$ cat src/rtl/lsclk_pkg.sv
package lsclk_pkg;
  localparam int ADDR_W     = 8;
  localparam int DATA_W     = 32;
  localparam logic [ADDR_W-1:0] A_CTRL = 8'h00;
  localparam logic [ADDR_W-1:0] A_PSC  = 8'h08;
  localparam logic [ADDR_W-1:0] A_GATE = 8'h60;
  localparam int B_SEL   = 0;
  localparam int B_EXTEN = 4;
  localparam int B_NOFB  = 15;
  localparam logic [15:0] UNLOCK = 16'h16AA;

  typedef struct packed {
    logic sel_ext;
    logic ext_en;
    logic no_fb;
  } ctrl_t;
endpackage

$ cat src/rtl/lsclk_regs.sv
module lsclk_regs
  import lsclk_pkg::*;
#(
  parameter int          PSC_W = 5,
  parameter logic [15:0] KEY   = UNLOCK
) (
  input  logic              clk,
  input  logic              rst,
  input  logic [ADDR_W-1:0] addr,
  input  logic              we,
  input  logic [DATA_W-1:0] wdata,
  output logic [DATA_W-1:0] rdata,
  output ctrl_t             ctrl,
  output logic [PSC_W-1:0]  psc,
  output logic              gate
);
  localparam int HALF = DATA_W / 2;

  logic key_ok;
  logic [DATA_W-1:0] rd_mux;

  assign key_ok = (wdata[DATA_W-1:HALF] == KEY);

  always_ff @(posedge clk) begin
    if (rst) begin
      ctrl <= '0;
      psc  <= '0;
      gate <= 1'b0;
    end else if (we) begin
      if (addr == A_CTRL && key_ok) begin
        ctrl.sel_ext <= wdata[B_SEL];
        ctrl.ext_en  <= wdata[B_EXTEN];
        ctrl.no_fb   <= wdata[B_NOFB];
      end
      if (addr == A_PSC)  psc  <= wdata[PSC_W-1:0];
      if (addr == A_GATE) gate <= wdata[0];
    end
  end

  always_comb begin
    rd_mux = '0;
    case (addr)
      A_CTRL: begin
        rd_mux[B_SEL]   = ctrl.sel_ext;
        rd_mux[B_EXTEN] = ctrl.ext_en;
        rd_mux[B_NOFB]  = ctrl.no_fb;
      end
      A_PSC:  rd_mux[PSC_W-1:0] = psc;
      A_GATE: rd_mux[0] = gate;
      default: rd_mux = '0;
    endcase
  end

  always_ff @(posedge clk) begin
    if (rst) rdata <= '0;
    else     rdata <= rd_mux;
  end
endmodule

$ cat src/rtl/lsclk_divider.sv
module lsclk_divider #(
  parameter int PRE_DIV = 32,
  parameter int PSC_W   = 5
) (
  input  logic             clk,
  input  logic             rst,
  input  logic [PSC_W-1:0] psc,
  output logic             int_tick
);
  localparam int PRE_W = (PRE_DIV > 1) ? $clog2(PRE_DIV) : 1;

  logic pre_fire;
  logic [PSC_W-1:0] cnt2;

  generate
    if (PRE_DIV > 1) begin : g_pre
      logic [PRE_W-1:0] cnt1;
      always_ff @(posedge clk) begin
        if (rst)           cnt1 <= '0;
        else if (pre_fire) cnt1 <= '0;
        else               cnt1 <= cnt1 + 1'b1;
      end
      assign pre_fire = (cnt1 == PRE_W'(PRE_DIV - 1));
    end else begin : g_nopre
      assign pre_fire = 1'b1;
    end
  endgenerate

  always_ff @(posedge clk) begin
    if (rst) begin
      cnt2     <= '0;
      int_tick <= 1'b0;
    end else begin
      int_tick <= pre_fire && (cnt2 >= psc);
      if (pre_fire) begin
        if (cnt2 >= psc) cnt2 <= '0;
        else             cnt2 <= cnt2 + 1'b1;
      end
    end
  end
endmodule

$ cat src/rtl/lsclk_mux.sv
module lsclk_mux (
  input  logic clk,
  input  logic rst,
  input  logic sel_ext,
  input  logic no_fb,
  input  logic gate,
  input  logic ext_fail,
  input  logic ext_tick,
  input  logic int_tick,
  output logic tick,
  output logic tick_out,
  output logic src_ext
);
  logic use_ext;
  logic pick;

  assign use_ext = sel_ext && !(ext_fail && !no_fb);
  assign pick    = use_ext ? ext_tick : int_tick;

  always_ff @(posedge clk) begin
    if (rst) begin
      tick     <= 1'b0;
      tick_out <= 1'b0;
      src_ext  <= 1'b0;
    end else begin
      tick     <= pick;
      tick_out <= pick && gate;
      src_ext  <= use_ext;
    end
  end
endmodule

$ cat src/rtl/lsclk_sel.sv
module lsclk_sel
  import lsclk_pkg::*;
#(
  parameter int          PRE_DIV = 32,
  parameter int          PSC_W   = 5,
  parameter logic [15:0] KEY     = UNLOCK
) (
  input  logic        clk,
  input  logic        rst,
  input  logic [7:0]  reg_addr,
  input  logic        reg_we,
  input  logic [31:0] reg_wdata,
  output logic [31:0] reg_rdata,
  input  logic        ext_tick,
  input  logic        ext_fail,
  output logic        lsclk_tick,
  output logic        lsclk_out,
  output logic        src_ext
);
  ctrl_t            cfg;
  logic [PSC_W-1:0] cfg_psc;
  logic             cfg_gate;
  logic             int_tick;
  logic             unused_ext_en;

  assign unused_ext_en = cfg.ext_en;

  lsclk_regs #(.PSC_W(PSC_W), .KEY(KEY)) u_regs (
    .clk(clk), .rst(rst), .addr(reg_addr), .we(reg_we), .wdata(reg_wdata),
    .rdata(reg_rdata), .ctrl(cfg), .psc(cfg_psc), .gate(cfg_gate)
  );

  lsclk_divider #(.PRE_DIV(PRE_DIV), .PSC_W(PSC_W)) u_div (
    .clk(clk), .rst(rst), .psc(cfg_psc), .int_tick(int_tick)
  );

  lsclk_mux u_mux (
    .clk(clk), .rst(rst), .sel_ext(cfg.sel_ext), .no_fb(cfg.no_fb),
    .gate(cfg_gate), .ext_fail(ext_fail), .ext_tick(ext_tick),
    .int_tick(int_tick), .tick(lsclk_tick), .tick_out(lsclk_out),
    .src_ext(src_ext)
  );
endmodule

$ cat config.mk
export PLATFORM = sky130hd
export DESIGN_NAME = lsclk_sel
export DESIGN_NICKNAME = d
export VERILOG_FILES = /design/src/rtl/lsclk_pkg.sv /design/src/rtl/lsclk_regs.sv /design/src/rtl/lsclk_divider.sv /design/src/rtl/lsclk_mux.sv /design/src/rtl/lsclk_sel.sv
export SDC_FILE = /design/constraint.sdc
export NUM_CORES = 1
export LEC_CHECK = 0
export BUFFER_PORTS_ARGS = -buffer_cell sky130_fd_sc_hd__buf_4
export CAP_MARGIN = 20
export CORE_ASPECT_RATIO = 0.6
export CORE_MARGIN = 5
export CORE_UTILIZATION = 45
export DETAILED_ROUTE_END_ITERATION = 8
export PLACE_DENSITY = 0.79
export SKIP_CTS_REPAIR_TIMING = 1
export SLEW_MARGIN = 20
export SYNTH_ARGS = -nofsm -noshare
export SYNTH_HDL_FRONTEND = slang
export SYNTH_SLANG_ARGS = --single-unit
export TNS_END_PERCENT = 5
$ cat constraint.sdc
create_clock -name clk -period 2.1 [get_ports clk]
set_clock_uncertainty 0.15 [all_clocks]
set_input_delay 0.315 -clock clk [delete_from_list [all_inputs] [get_ports clk]]
set_output_delay 0.315 -clock clk [all_outputs]
set_load 0.05 [all_outputs]
* Yosys cells after proc, flatten, opt, wreduce, memory -nomap -nowiden
Cells that the tools add are included.
Widths: inputs -> output; s select.
** Cells by class
- Add/sub/neg operators :: 2
- Order comparisons :: 1
- Equal/unequal tests :: 4
- Muxes and demuxes :: 4
- Bitwise operators :: 2
- Reductions and logical operators :: 14
** Operators with widths (number)
- $eq 16x13->1 const B :: 1
- $add 5x1->5 const B :: 2
- $eq 8x4->1 const B :: 1
- $eq 8x7->1 const B :: 1
- $logic_not 8->1 :: 1
- $reduce_and 2->1 :: 3
- $reduce_or 2->1 :: 3
- $eq 5x5->1 const B :: 1
- $ge 5x5->1 :: 1
- $logic_and 1x1->1 :: 5
- $mux 5 :: 1
- $pmux 1 s3 :: 1
- $logic_not 1->1 :: 2
- $not 1->1 :: 2
- $pmux 1 s2 :: 1
- $mux 1 :: 1
** Storage, ports and cells
- Register bits :: 55
- Output and inout port bits :: 35

* Depth between registers and ports, before layout
Gate-level depths: netlist of run 1.
- Depth after elaboration :: 6
- Mapped depth :: 8
- Gate-level depth less buffers :: 7

* Cells and area by module
A second synthesis of run 1 with hierarchy kept.
** Unflattened totals
- Cell total of the unflattened synthesis :: 167
- Area total of the unflattened synthesis :: 1586.5 um2
** By module, submodules not included
- lsclk_regs :: instances 1, cells an instance 95, area each 854.6 um2
- lsclk_divider :: instances 1, cells an instance 60, area each 590.6 um2
- lsclk_mux :: instances 1, cells an instance 12, area each 141.4 um2

* Worst setup path after synthesis of run 1
Ideal clock, no wire load.
- Path kind :: input port to flip-flop
- From :: input port reg_addr[1]
- To :: register, netlist name u_regs.ctrl[0]
- Data arrival time :: 1.508 ns
- Data required time :: 1.825 ns
- Setup slack :: 0.317 ns
- Stages :: 5
- Buffers on the path :: 1
- Path through :: or3_2 > or2_0 > buf_2 > o31ai_1 > a21oi_1
** Between the ends
- Word-level cells in the longest chain between the ends :: 3
** RTL lines
- from (decl) :: line lsclk_sel.sv:10 : input logic [7:0] reg_addr,
- $logic_not 8->1 :: line lsclk_regs.sv:30 : if (addr == A_CTRL && key_ok) begin
- $logic_and 1x1->1 :: line lsclk_regs.sv:30
- $reduce_and 2->1 (no line)
No other way between the ends.
A chain may end at the register's enable or synchronous reset.

* Worst setup path after layout of run 1
- From :: register u_div.cnt2[2]
- To :: register u_div.cnt2[4]
** Between the ends
- Word-level cells in the longest chain between the ends :: 2
** RTL lines
- from (decl) :: line lsclk_divider.sv:13 : logic [PSC_W-1:0] cnt2;
- from (signal assigned) :: line lsclk_divider.sv:37 : else cnt2 <= cnt2 + 1'b1;
- $add 5x1->5 or $ge 5x5->1 (tied branches) :: line lsclk_divider.sv:37, lsclk_divider.sv:36
- $mux 5 * :: line lsclk_divider.sv:36 : if (cnt2 >= psc) cnt2 <= '0;
Mark *: on every way between the ends. The rest lies on a longest branch, timed or not.

==> qor_table.md, run 1 <==
| Quantity | Reported |
|---|---|
| Result of the run | complete, no violations |
| Category of the most critical setup path | flip-flop to flip-flop |
| Final worst hold slack | 0.132 ns |
| Drt via density | 4.73 |
| Pre-antenna DRT Iters | 4 |
| Reported max-cap violation count | 0 |
| Number of H-tree levels | 2 |
| Cell at the slowest stage of the critical path | sky130_fd_sc_hd__dfxtp_1 |
| WP buf/inv | 0 |
| Number of placement rows | 16 |
| Cell-internal power | 836 uW |
| Critical path launch point | u_div.cnt2[2] |
| Mean post-synth cell area | 9.40 sq um |
| Overflow after GRT | 0 |
| CTS root buf | sky130_fd_sc_hd__clkbuf_8 |
| Area share of the largest cell type after synthesis | 37.7% |
| I/O pin cnt | 80 |
| Area of the core | 0.00328 sq mm |
| Setup Viol. Count Final | 0 |
| Capturing element type of the critical path | flip-flop |
| Reg power frac | 47.8% |
| Number of hold violations in the final report | 0 |
| Proportion of synthesized chip area in sequential cells | 37.7% |
| Crit share post-route | 90.5% |
| Reg2Reg Launch Point | u_div.cnt2[2] |
| Overall global routing resource usage | 15.0% |
| Die Y-Extent | 55.3 microns |
| Area leader, netlist | sky130_fd_sc_hd__dfxtp_1 |
| Net load switching power | 333 uW |
| Number of buffers between clock root and the deepest sink | 2 |
| Power density relative to cell area | 619 mW/mm^2 |
| Clock tree from TritonCTS | yes |
| Total Neg Setup Slack | 0 ns |
| Pin count of the biggest net entering global routing | 27 |
| Sink Count | 29 |
| Post-synthesis instance total | 164 |
| Routability congestion estimate from global placement | 0.814 |
| Leading cell type in the layout, fill and taps excluded | sky130_fd_sc_hd__buf_4 |
| Critical hold path startpoint | reg_wdata[1] |
| Number of global-route vias before repair | 1,179 |
| Antenna diodes | 0 |
| Die outline area | 0.00473 sq mm |
| Clock share of power | 36.5% |
| Area contributors post-synth | sky130_fd_sc_hd__dfxtp_1 38%, sky130_fd_sc_hd__buf_4 13%, sky130_fd_sc_hd__ha_1 6.5%, sky130_fd_sc_hd__mux2i_1 3.9%, sky130_fd_sc_hd__nand4_1 2.4% |
| RSZ-0062 raised after global routing | no |
| Fmax | 526 MHz |
| Avg WL per Cell | 13.2 microns |
| Placed Instances | 247 |
| Share of total power in combinational logic | 15.7% |
| Antenna violations before repair | 0 |
| Initial core utilization | 47.0% |
| Critical path's largest stage delay | 0.42 ns |
| Signed area change from the synthesized netlist to the final layout | 22.5% |
| Die Wd | 85.6 microns |
| Clock-pin slew of the registers on the worst-case setup and hold paths | 0.06 ns |
| Critical-path maximum fanout | 4 |
| Kind of launch point of the worst setup path | flip-flop |
| Share of cells above drive strength 1 | 29.5% |
| Commonest cells after routing, fill and taps aside | 45 x sky130_fd_sc_hd__buf_4, 29 x sky130_fd_sc_hd__dfxtp_1, 26 x sky130_fd_sc_hd__conb_1 |
| Family of cells with the greatest summed delay on the critical path | compound AO/OA/AOI/OAI gates |
| Post-Syn Area | 0.00154 sq mm |
| Critical Path AT | 1.94 ns |
| Max-slew violations | 0 |
| Post-layout nets | 262 |
| Number of DRC violations after detailed-routing iteration 0 | 57 |
| Number of distinct library cells after synthesis | 44 |
| Total routed wirelength | 3370 microns |
| Flip-flop and latch count after synthesis | 29 |
| Share of total power consumed by net switching | 28.5% |
| Via count | 1,206 |
| Cell Chain, Critical Path | ha_1, a211o_1, a31oi_2, o21bai_1, a211oi_1 |
| Remaining DRCs | 0 |
| Synthesis Warnings | 0 |
| Leakage | 0.000820 uW |
| Type of the worst min-delay path | input pin to flip-flop |
| Remaining number of nets flagged by the antenna check after routing | 0 |
| WP data required | 2.14 ns |
| Final critical path time including I/O delays and setup | 1.90 ns |
| Clock latency at the later pin of the worst-skew pair | 0.28 ns |
| Post-layout util | 57.5% |
| Final cell count without fillers | 255 |
| Count of buffers from port buffering | 43 |
| Dpl hpwl | 2670 microns |
| Total of fill cells in the finished design | 313 |
| Worst voltage drop across the vdd grid | 0.326 mV |
| Global-route wire length before repair | 5600 microns |
| Inserted Clock Buffers | 5 |
[cells by family after synthesis]
family	share of synthesized area, %
xor gates and xnor gates	2.84
other	0.243
DFF	37.7
adders and majority gates	6.49
and+or+nand+nor	23.1
AOI/OAI and AO/OA	9.42
buffers and inverters	16.4
muxes	3.90
[cell usage after synthesis (all sizes together)]
| library cell | number |
|---|---|
| a31oi | 1 |
| inv | 6 |
| xnor2 | 1 |
| a211o | 1 |
| ha | 8 |
| nor4 | 1 |
| nand4 | 6 |
| nor2b | 1 |
| dfxtp | 29 |
| and2 | 6 |
| xor2 | 4 |
| nand2b | 3 |
| nand3b | 2 |
| or4 | 1 |
| buf | 28 |
| nor2 | 8 |
| nor4bb | 1 |
| and3b | 2 |
| or3 | 1 |
| a211oi | 3 |
| o31ai | 3 |
| o21bai | 1 |
| clkbuf | 4 |
| a22oi | 1 |
| o21ai | 5 |
| mux2i | 6 |
| a21oi | 7 |
| nand2 | 4 |
| nor3 | 6 |
| and3 | 1 |
| nor3b | 4 |
| conb | 1 |
| nor4b | 2 |
| a21bo | 1 |
| or4b | 1 |
| or2 | 1 |
| nand3 | 2 |
| and4bb | 1 |
[power groups by stage]
stage	Combinational (uW)	Sequential, uW	Clock, uW
global route	195	559	479
global placement	181	571	0
detailed placement	182	571	0
finish	184	559	427
floorplan	168	570	0
CTS	182	559	440
[per-stage QoR]
stage | power, uW | instance area [sq um] | setup slack, ns
after floorplan | 738 | 1640 | 0.317
after CTS | 1180 | 1880 | 0.140
after global routing | 1230 | 1890 | 0.0711
after global placement | 751 | 1800 | 0.0946
after detailed placement | 753 | 1800 | 0.0700
final | 1170 | 1890 | 0.200
[worst min-delay path, cell delays in order]
cell	delay, ns
sky130_fd_sc_hd__buf_4	0.08
sky130_fd_sc_hd__mux2i_1	0.06
sky130_fd_sc_hd__nor2_1	0.07
[routing by layer]
layer	vias to the layer above	wire (microns)	track usage [%]	share of wire, %
met1	541	1650	20.9	49
met5	-	0	0	0
li1	616	-	-	-
met4	0	36	5.42	1.1
met3	5	305	6.24	9.1
met2	44	1380	20.6	41
[flip-flops by register name (all words and copies together), names as in the netlist]
register / cells
u_div.cnt2: 5
u_div.g_pre.cnt1: 5
u_div.int_tick: 1
u_mux.src_ext: 1
u_mux.tick: 1
u_mux.tick_out: 1
u_regs.ctrl: 3
u_regs.gate: 1
u_regs.psc: 5
u_regs.rdata: 6
[final timing paths]
check | endpoint | slack (ns) | cells after the start
max | u_div.cnt2[4] | 0.20 | 5
min | u_regs.psc[1] | 0.13 | 3
max reg2reg | u_div.cnt2[4] | 0.20 | 5
min reg2reg | u_div.g_pre.cnt1[0] | 0.31 | 1
[layout make-up]
type / instances / area [sq um] / area share, %
Tap cell: 45 / 56.3 / 2.98
Clock buffer: 6 / 72.6 / 3.84
Clock inverter: 2 / 10.0 / 0.530
Inverter: 6 / 22.5 / 1.19
Multi-Input combinational cell: 122 / 808 / 42.8
Timing Repair Buffer: 45 / 338 / 17.9
Sequential cell: 29 / 581 / 30.7
(Power assumes the default switching activity.)
==> run 2, diff against run 1 <==
Settings changed: CTS_BUF_LIST from default to sky130_fd_sc_hd__clkbuf_16.
==> run 2 against run 1 <==
  * Critical path depth increased by 1
  * Non-clock buffer count unchanged
  * Utilization increased by 1.7 points
  * Highest routed layer is now met3
==> qor_table.md, run 2 (synthesis results as in run 1) <==
| Quantity | Reported | Change |
|---|---|---|
| WL met1 | 1640 microns | was 1650 microns |
| Register with the most flip-flops | u_regs.rdata | unchanged |
| Result of the run | complete, no violations | unchanged |
| Kind of launch point of the worst setup path | flip-flop | unchanged |
| Sum of met3 wire segment lengths after detailed routing | 330 microns | was 305 microns |
| Die Y-Extent | 55.3 microns | unchanged |
| I/O pin cnt | 80 | unchanged |
| Global-route wire length before repair | 5600 microns | unchanged |
| Remaining number of nets flagged by the antenna check after routing | 0 | unchanged |
| Number of placement rows | 16 | unchanged |
| Crit share post-route | 89.3% | was 90.5% |
| Critical Path AT | 1.91 ns | was 1.94 ns |
| Number of global-route vias before repair | 1,167 | was 1,179 |
| Reg2Reg Launch Point | u_regs.psc[2] | was u_div.cnt2[2] |
| Final critical path time including I/O delays and setup | 1.88 ns | was 1.90 ns |
| Dpl hpwl | 2670 microns | unchanged |
| Die outline area | 0.00473 sq mm | unchanged |
| Clock tree from TritonCTS | yes | unchanged |
| Remaining DRCs | 0 | unchanged |
| Post-layout nets | 262 | unchanged |
| Number of flip-flops in the largest register | 6 | unchanged |
| RSZ-0062 raised after global routing | no | unchanged |
| Antenna diodes | 0 | unchanged |
| Via count | 1,198 | was 1,206 |
| Drt via density | 4.70 | was 4.73 |
| Commonest cells after routing, fill and taps aside | 45 x sky130_fd_sc_hd__buf_4, 29 x sky130_fd_sc_hd__dfxtp_1, 26 x sky130_fd_sc_hd__conb_1 | unchanged |
| Area of the core | 0.00328 sq mm | unchanged |
| Type of the worst min-delay path | input pin to flip-flop | unchanged |
| Overflow after GRT | 0 | unchanged |
| Worst voltage drop across the vdd grid | 0.483 mV | was 0.326 mV |
| Capturing element type of the critical path | flip-flop | unchanged |
| Signed area change from the synthesized netlist to the final layout | 26.1% | was 22.5% |
| Critical hold path startpoint | reg_wdata[1] | unchanged |
| Routability congestion estimate from global placement | 0.814 | unchanged |
| Leading cell type in the layout, fill and taps excluded | sky130_fd_sc_hd__buf_4 | unchanged |
| Total Neg Setup Slack | 0 ns | unchanged |
| Overall global routing resource usage | 15.2% | was 15.0% |
| Length of routed met2 wiring | 1390 microns | was 1380 microns |
| Leakage | 0.000850 uW | was 0.000820 uW |
| WP data required | 2.13 ns | was 2.14 ns |
| Number of DRC violations after detailed-routing iteration 0 | 61 | was 57 |
| Category of the most critical setup path | flip-flop to flip-flop | unchanged |
| Final worst hold slack | 0.138 ns | was 0.132 ns |
| Critical-path maximum fanout | 4 | unchanged |
| Avg WL per Cell | 13.2 microns | about the same |
| Antenna violations before repair | 0 | unchanged |
| Pre-antenna DRT Iters | 4 | unchanged |
| CTS root buf | sky130_fd_sc_hd__clkbuf_16 | was sky130_fd_sc_hd__clkbuf_8 |
| Clock-pin slew of the registers on the worst-case setup and hold paths | 0.05 ns | was 0.06 ns |
| Sequential standard cell area | 581 sq um | unchanged |
| Share of cells above drive strength 1 | 29.5% | unchanged |
| Number of H-tree levels | 2 | unchanged |
| Sink Count | 29 | unchanged |
| Inserted Clock Buffers | 5 | unchanged |
| Initial core utilization | 47.0% | unchanged |
| Critical path launch point | u_regs.psc[2] | was u_div.cnt2[2] |
| Uppermost routed layer | met3 | was met4 |
| Count of buffers from port buffering | 43 | unchanged |
| Pin count of the biggest net entering global routing | 27 | unchanged |
| Clock latency at the later pin of the worst-skew pair | 0.27 ns | was 0.28 ns |
| Total routed wirelength | 3360 microns | was 3370 microns |
| Number of buffers between clock root and the deepest sink | 2 | unchanged |
| Total of fill cells in the finished design | 307 | was 313 |
| Setup Viol. Count Final | 0 | unchanged |
| Power density relative to cell area | 718 mW/mm^2 | was 619 mW/mm^2 |
| Fmax | 533 MHz | was 526 MHz |
| Max-slew violations | 0 | unchanged |
| Area taken by multi-input logic gates | 808 sq um | unchanged |
| Reported max-cap violation count | 0 | unchanged |
| Die Wd | 85.6 microns | unchanged |
| Number of hold violations in the final report | 0 | unchanged |
-- run 2: cell count changes in the layout (fill, tap and decap cells not counted) --
cell,previous run,this run
sky130_fd_sc_hd__clkbuf_1,1,0
sky130_fd_sc_hd__clkbuf_16,0,5
sky130_fd_sc_hd__clkbuf_8,5,0
sky130_fd_sc_hd__inv_1,6,7
-- run 2: final timing paths --
path                               to  slack, ns  cells past startpoint
setup / recovery        u_div.cnt2[4]       0.22                      6
hold / removal          u_regs.psc[1]       0.14                      3
setup reg to reg        u_div.cnt2[4]       0.22                      6
hold reg to reg   u_div.g_pre.cnt1[0]       0.31                      1
-- run 2: power by group --
part | total, uW | switching, uW | internal, uW
registers | 560 | 3.36 | 557
clock network | 651 | 224 | 427
logic | 184 | 132 | 52.3
-- run 2: area by class of cell --
type / instances / share of cell area, %
inverter: 6 / 1.16
sequential: 29 / 29.9
timing repair buffer: 45 / 17.4
clock buffer: 5 / 6.44
multi-input combinational: 122 / 41.6
tap: 45 / 2.90
clock inverter: 3 / 0.708
-- run 2: layer usage --
| layer | vias up | global-route usage [%] |
|---|---|---|
| met5 | - | 0 |
| met4 | 0 | 6.09 |
| met2 | 47 | 20.5 |
| li1 | 615 | - |
| met3 | 0 | 6.69 |
| met1 | 536 | 21.0 |
-- run 2: critical path, stage by stage (launching register included) --
cell and delay [ns]:
sky130_fd_sc_hd__dfxtp_1 0.34, sky130_fd_sc_hd__inv_1 0.05, sky130_fd_sc_hd__ha_1 0.32, sky130_fd_sc_hd__a211o_1 0.28
sky130_fd_sc_hd__a31oi_2 0.21, sky130_fd_sc_hd__o21bai_1 0.17, sky130_fd_sc_hd__a211oi_1 0.26
-- run 2: per-stage QoR --
stage                     util, %  area (sq um)  total power [uW]  cells  setup slack [ns]
after CTS                    59.0          1940              1410    255             0.144
after global placement       54.8          1800               751    247            0.0946
after detailed placement     54.8          1800               753    247            0.0700
after global routing         59.2          1940              1460    255            0.0752
after floorplan                 -          1640               738    189             0.317
final                        59.2          1940              1400    255             0.224
==> run 3, diff against run 2 <==
Settings changed: CORE_MARGIN 5 to default, PLACE_DENSITY 0.79 to 0.8, SETUP_SLACK_MARGIN from default to 0.3.
==> run 3 against run 2 <==
  * Combinational power about the same
  * First-iteration DRC count down 34%
  * Highest routed layer is now met4
  * Die area down 22%
  * Critical endpoint unchanged
  * Cell area up 1.9%
  * Sequential share of layout area down 0.50 points
  * Routed wire length down 6.0%
  * Register-to-register slack better by 0.12 ns
  * Critical path depth down 1
  * Total power down 0.96%
==> qor_table.md, run 3 (synthesis results as in run 1) <==
| Quantity | Reported | Change |
|---|---|---|
| Result of the run | complete, no violations | unchanged |
| Clock tree from TritonCTS | yes | unchanged |
| Initial core utilization | 47.2% | was 47.0% |
| Overall global routing resource usage | 18.1% | was 15.2% |
| Signed area change from the synthesized netlist to the final layout | 28.6% | was 26.1% |
| Worst voltage drop across the vdd grid | 0.592 mV | was 0.483 mV |
| Worst slew pin tran | 0.526 ns |  |
| Count of buffers from port buffering | 43 | unchanged |
| Total routed wirelength | 3160 microns | was 3360 microns |
| Fmax | 568 MHz | was 533 MHz |
| Type of the worst min-delay path | input pin to flip-flop | unchanged |
| Drt via density | 4.74 | was 4.70 |
| Critical-path maximum fanout | 4 | unchanged |
| Inserted Clock Buffers | 5 | unchanged |
| Antenna violations before repair | 0 | unchanged |
| Commonest cells after routing, fill and taps aside | 44 x sky130_fd_sc_hd__buf_4, 28 x sky130_fd_sc_hd__dfxtp_1, 26 x sky130_fd_sc_hd__conb_1 | was 45 x sky130_fd_sc_hd__buf_4, 29 x sky130_fd_sc_hd__dfxtp_1, 26 x sky130_fd_sc_hd__conb_1 |
| Grt peak-use layer | met2 | was met1 |
| Final total power | 1380 uW | was 1400 uW |
| Global routing met1 resource utilization | 24.2% | was 21.0% |
| Number of DRC violations after detailed-routing iteration 0 | 40 | was 61 |
| Clock latency at the later pin of the worst-skew pair | 0.27 ns | about the same |
| Register with the most flip-flops | u_regs.rdata | unchanged |
| Remaining DRCs | 0 | unchanged |
| Number of buffers between clock root and the deepest sink | 2 | unchanged |
| Met3 global-route usage | 6.02% | was 6.69% |
| Number of flip-flops in the largest register | 6 | unchanged |
| Total Neg Setup Slack | 0 ns | unchanged |
| Leakage | 0.000843 uW | was 0.000850 uW |
| Critical Path AT | 1.80 ns | was 1.91 ns |
| Area of the core | 0.00326 sq mm | was 0.00328 sq mm |
| Capturing element type of the critical path | flip-flop | unchanged |
| Die Y-Extent | 47.3 microns | was 55.3 microns |
| Dpl hpwl | 2390 microns | was 2670 microns |
| Final critical path time including I/O delays and setup | 1.76 ns | was 1.88 ns |
| Avg WL per Cell | 12.5 microns | was 13.2 microns |
| Via count | 1,198 | unchanged |
| Antenna diodes | 0 | unchanged |
| Final worst hold slack | 0.143 ns | was 0.138 ns |
| I/O pin cnt | 80 | unchanged |
| Overflow after GRT | 0 | unchanged |
| Clock-pin slew of the registers on the worst-case setup and hold paths | 0.05 ns | about the same |
| CTS root buf | sky130_fd_sc_hd__clkbuf_16 | unchanged |
| Sink Count | 29 | unchanged |
| Die Wd | 77.6 microns | was 85.6 microns |
| Setup Viol. Count Final | 0 | unchanged |
| Die outline area | 0.00367 sq mm | was 0.00473 sq mm |
| Routability congestion estimate from global placement | 0.787 | was 0.814 |
| Power density relative to cell area | 698 mW/mm^2 | was 718 mW/mm^2 |
| Post-layout nets | 261 | was 262 |
| Pre-antenna DRT Iters | 4 | unchanged |
| Met2 track demand over resource in global routing | 28.0% | was 20.5% |
| Crit share post-route | 83.9% | was 89.3% |
| Number of H-tree levels | 2 | unchanged |
| Leading cell type in the layout, fill and taps excluded | sky130_fd_sc_hd__buf_4 | unchanged |
| Category of the most critical setup path | flip-flop to flip-flop | unchanged |
| Number of hold violations in the final report | 0 | unchanged |
| Global-route wire length before repair | 4930 microns | was 5600 microns |
| Remaining number of nets flagged by the antenna check after routing | 0 | unchanged |
| Share of cells above drive strength 1 | 31.7% | was 29.5% |
| Max-slew violations | 0 | unchanged |
| Reported max-cap violation count | 0 | unchanged |
| Kind of launch point of the worst setup path | flip-flop | unchanged |
| Number of placement rows | 16 | unchanged |
| WP data required | 2.14 ns | was 2.13 ns |
| Number of global-route vias before repair | 1,067 | was 1,167 |
| RSZ-0062 raised after global routing | yes | was no |
| Max-Slew Margin vs Limit | 64.6% |  |
| Pin count of the biggest net entering global routing | 27 | unchanged |
## run 3: changes by cell type in the layout (fill, tap and decap cells not counted), moves of 2 or more
cell,change
sky130_fd_sc_hd__ha_1,-2
sky130_fd_sc_hd__a211oi_1,-3
sky130_fd_sc_hd__clkinv_2,-2
sky130_fd_sc_hd__a211oi_2,+3
## run 3: per-layer routing
metal	vias to the layer above	part of all wire [%]
li1	608	-
met1	558	51
met2	30	44
met3	2	5.0
met4	0	0.47
met5	-	0
## run 3: critical path: stages, from the launching register on
cell and delay (ns):
sky130_fd_sc_hd__dfxtp_1 0.44, sky130_fd_sc_hd__ha_4 0.25, sky130_fd_sc_hd__a211o_1 0.29, sky130_fd_sc_hd__a31oi_4 0.21, sky130_fd_sc_hd__o21bai_4 0.12, sky130_fd_sc_hd__a211oi_2 0.22
## run 3: path summary, 6_finish.rpt
kind | from | to | slack (ns) | depth (start not counted)
worst max register to register | u_div.cnt2[2] | u_div.cnt2[4] | 0.34 | 5
worst min register to register | u_div.g_pre.cnt1[0] | u_div.g_pre.cnt1[0] | 0.30 | 1
worst max-delay path | u_div.cnt2[2] | u_div.cnt2[4] | 0.34 | 5
worst min-delay path | reg_wdata[3] | u_regs.psc[3] | 0.14 | 3
## run 3: cell type report
cell class | instances | area [sq um]
tap | 45 | 56.3
sequential | 29 | 582
clock buffer | 5 | 125
clock inverter | 2 | 7.51
multi-input combinational | 122 | 858
fill | 289 | 1280
inverter | 6 | 22.5
timing repair buffer | 44 | 330
## run 3: per-stage QoR
step                area, sq um  util (%)  setup WS [ns]  instances
floorplan                  1640         -          0.317        189
global placement           1790      54.9          0.115        246
detailed placement         1790      54.9         0.0584        246
CTS                        1920      59.0          0.253        253
global route               1980      60.7          0.236        253
finish                     1980      60.7          0.339        253
## run 3: report_power, final
group	switching (uW)	total, uW	internal, uW
clock	218	639	421
combinational	131	183	52.3
sequential	3.26	560	557
total	352	1380	1030
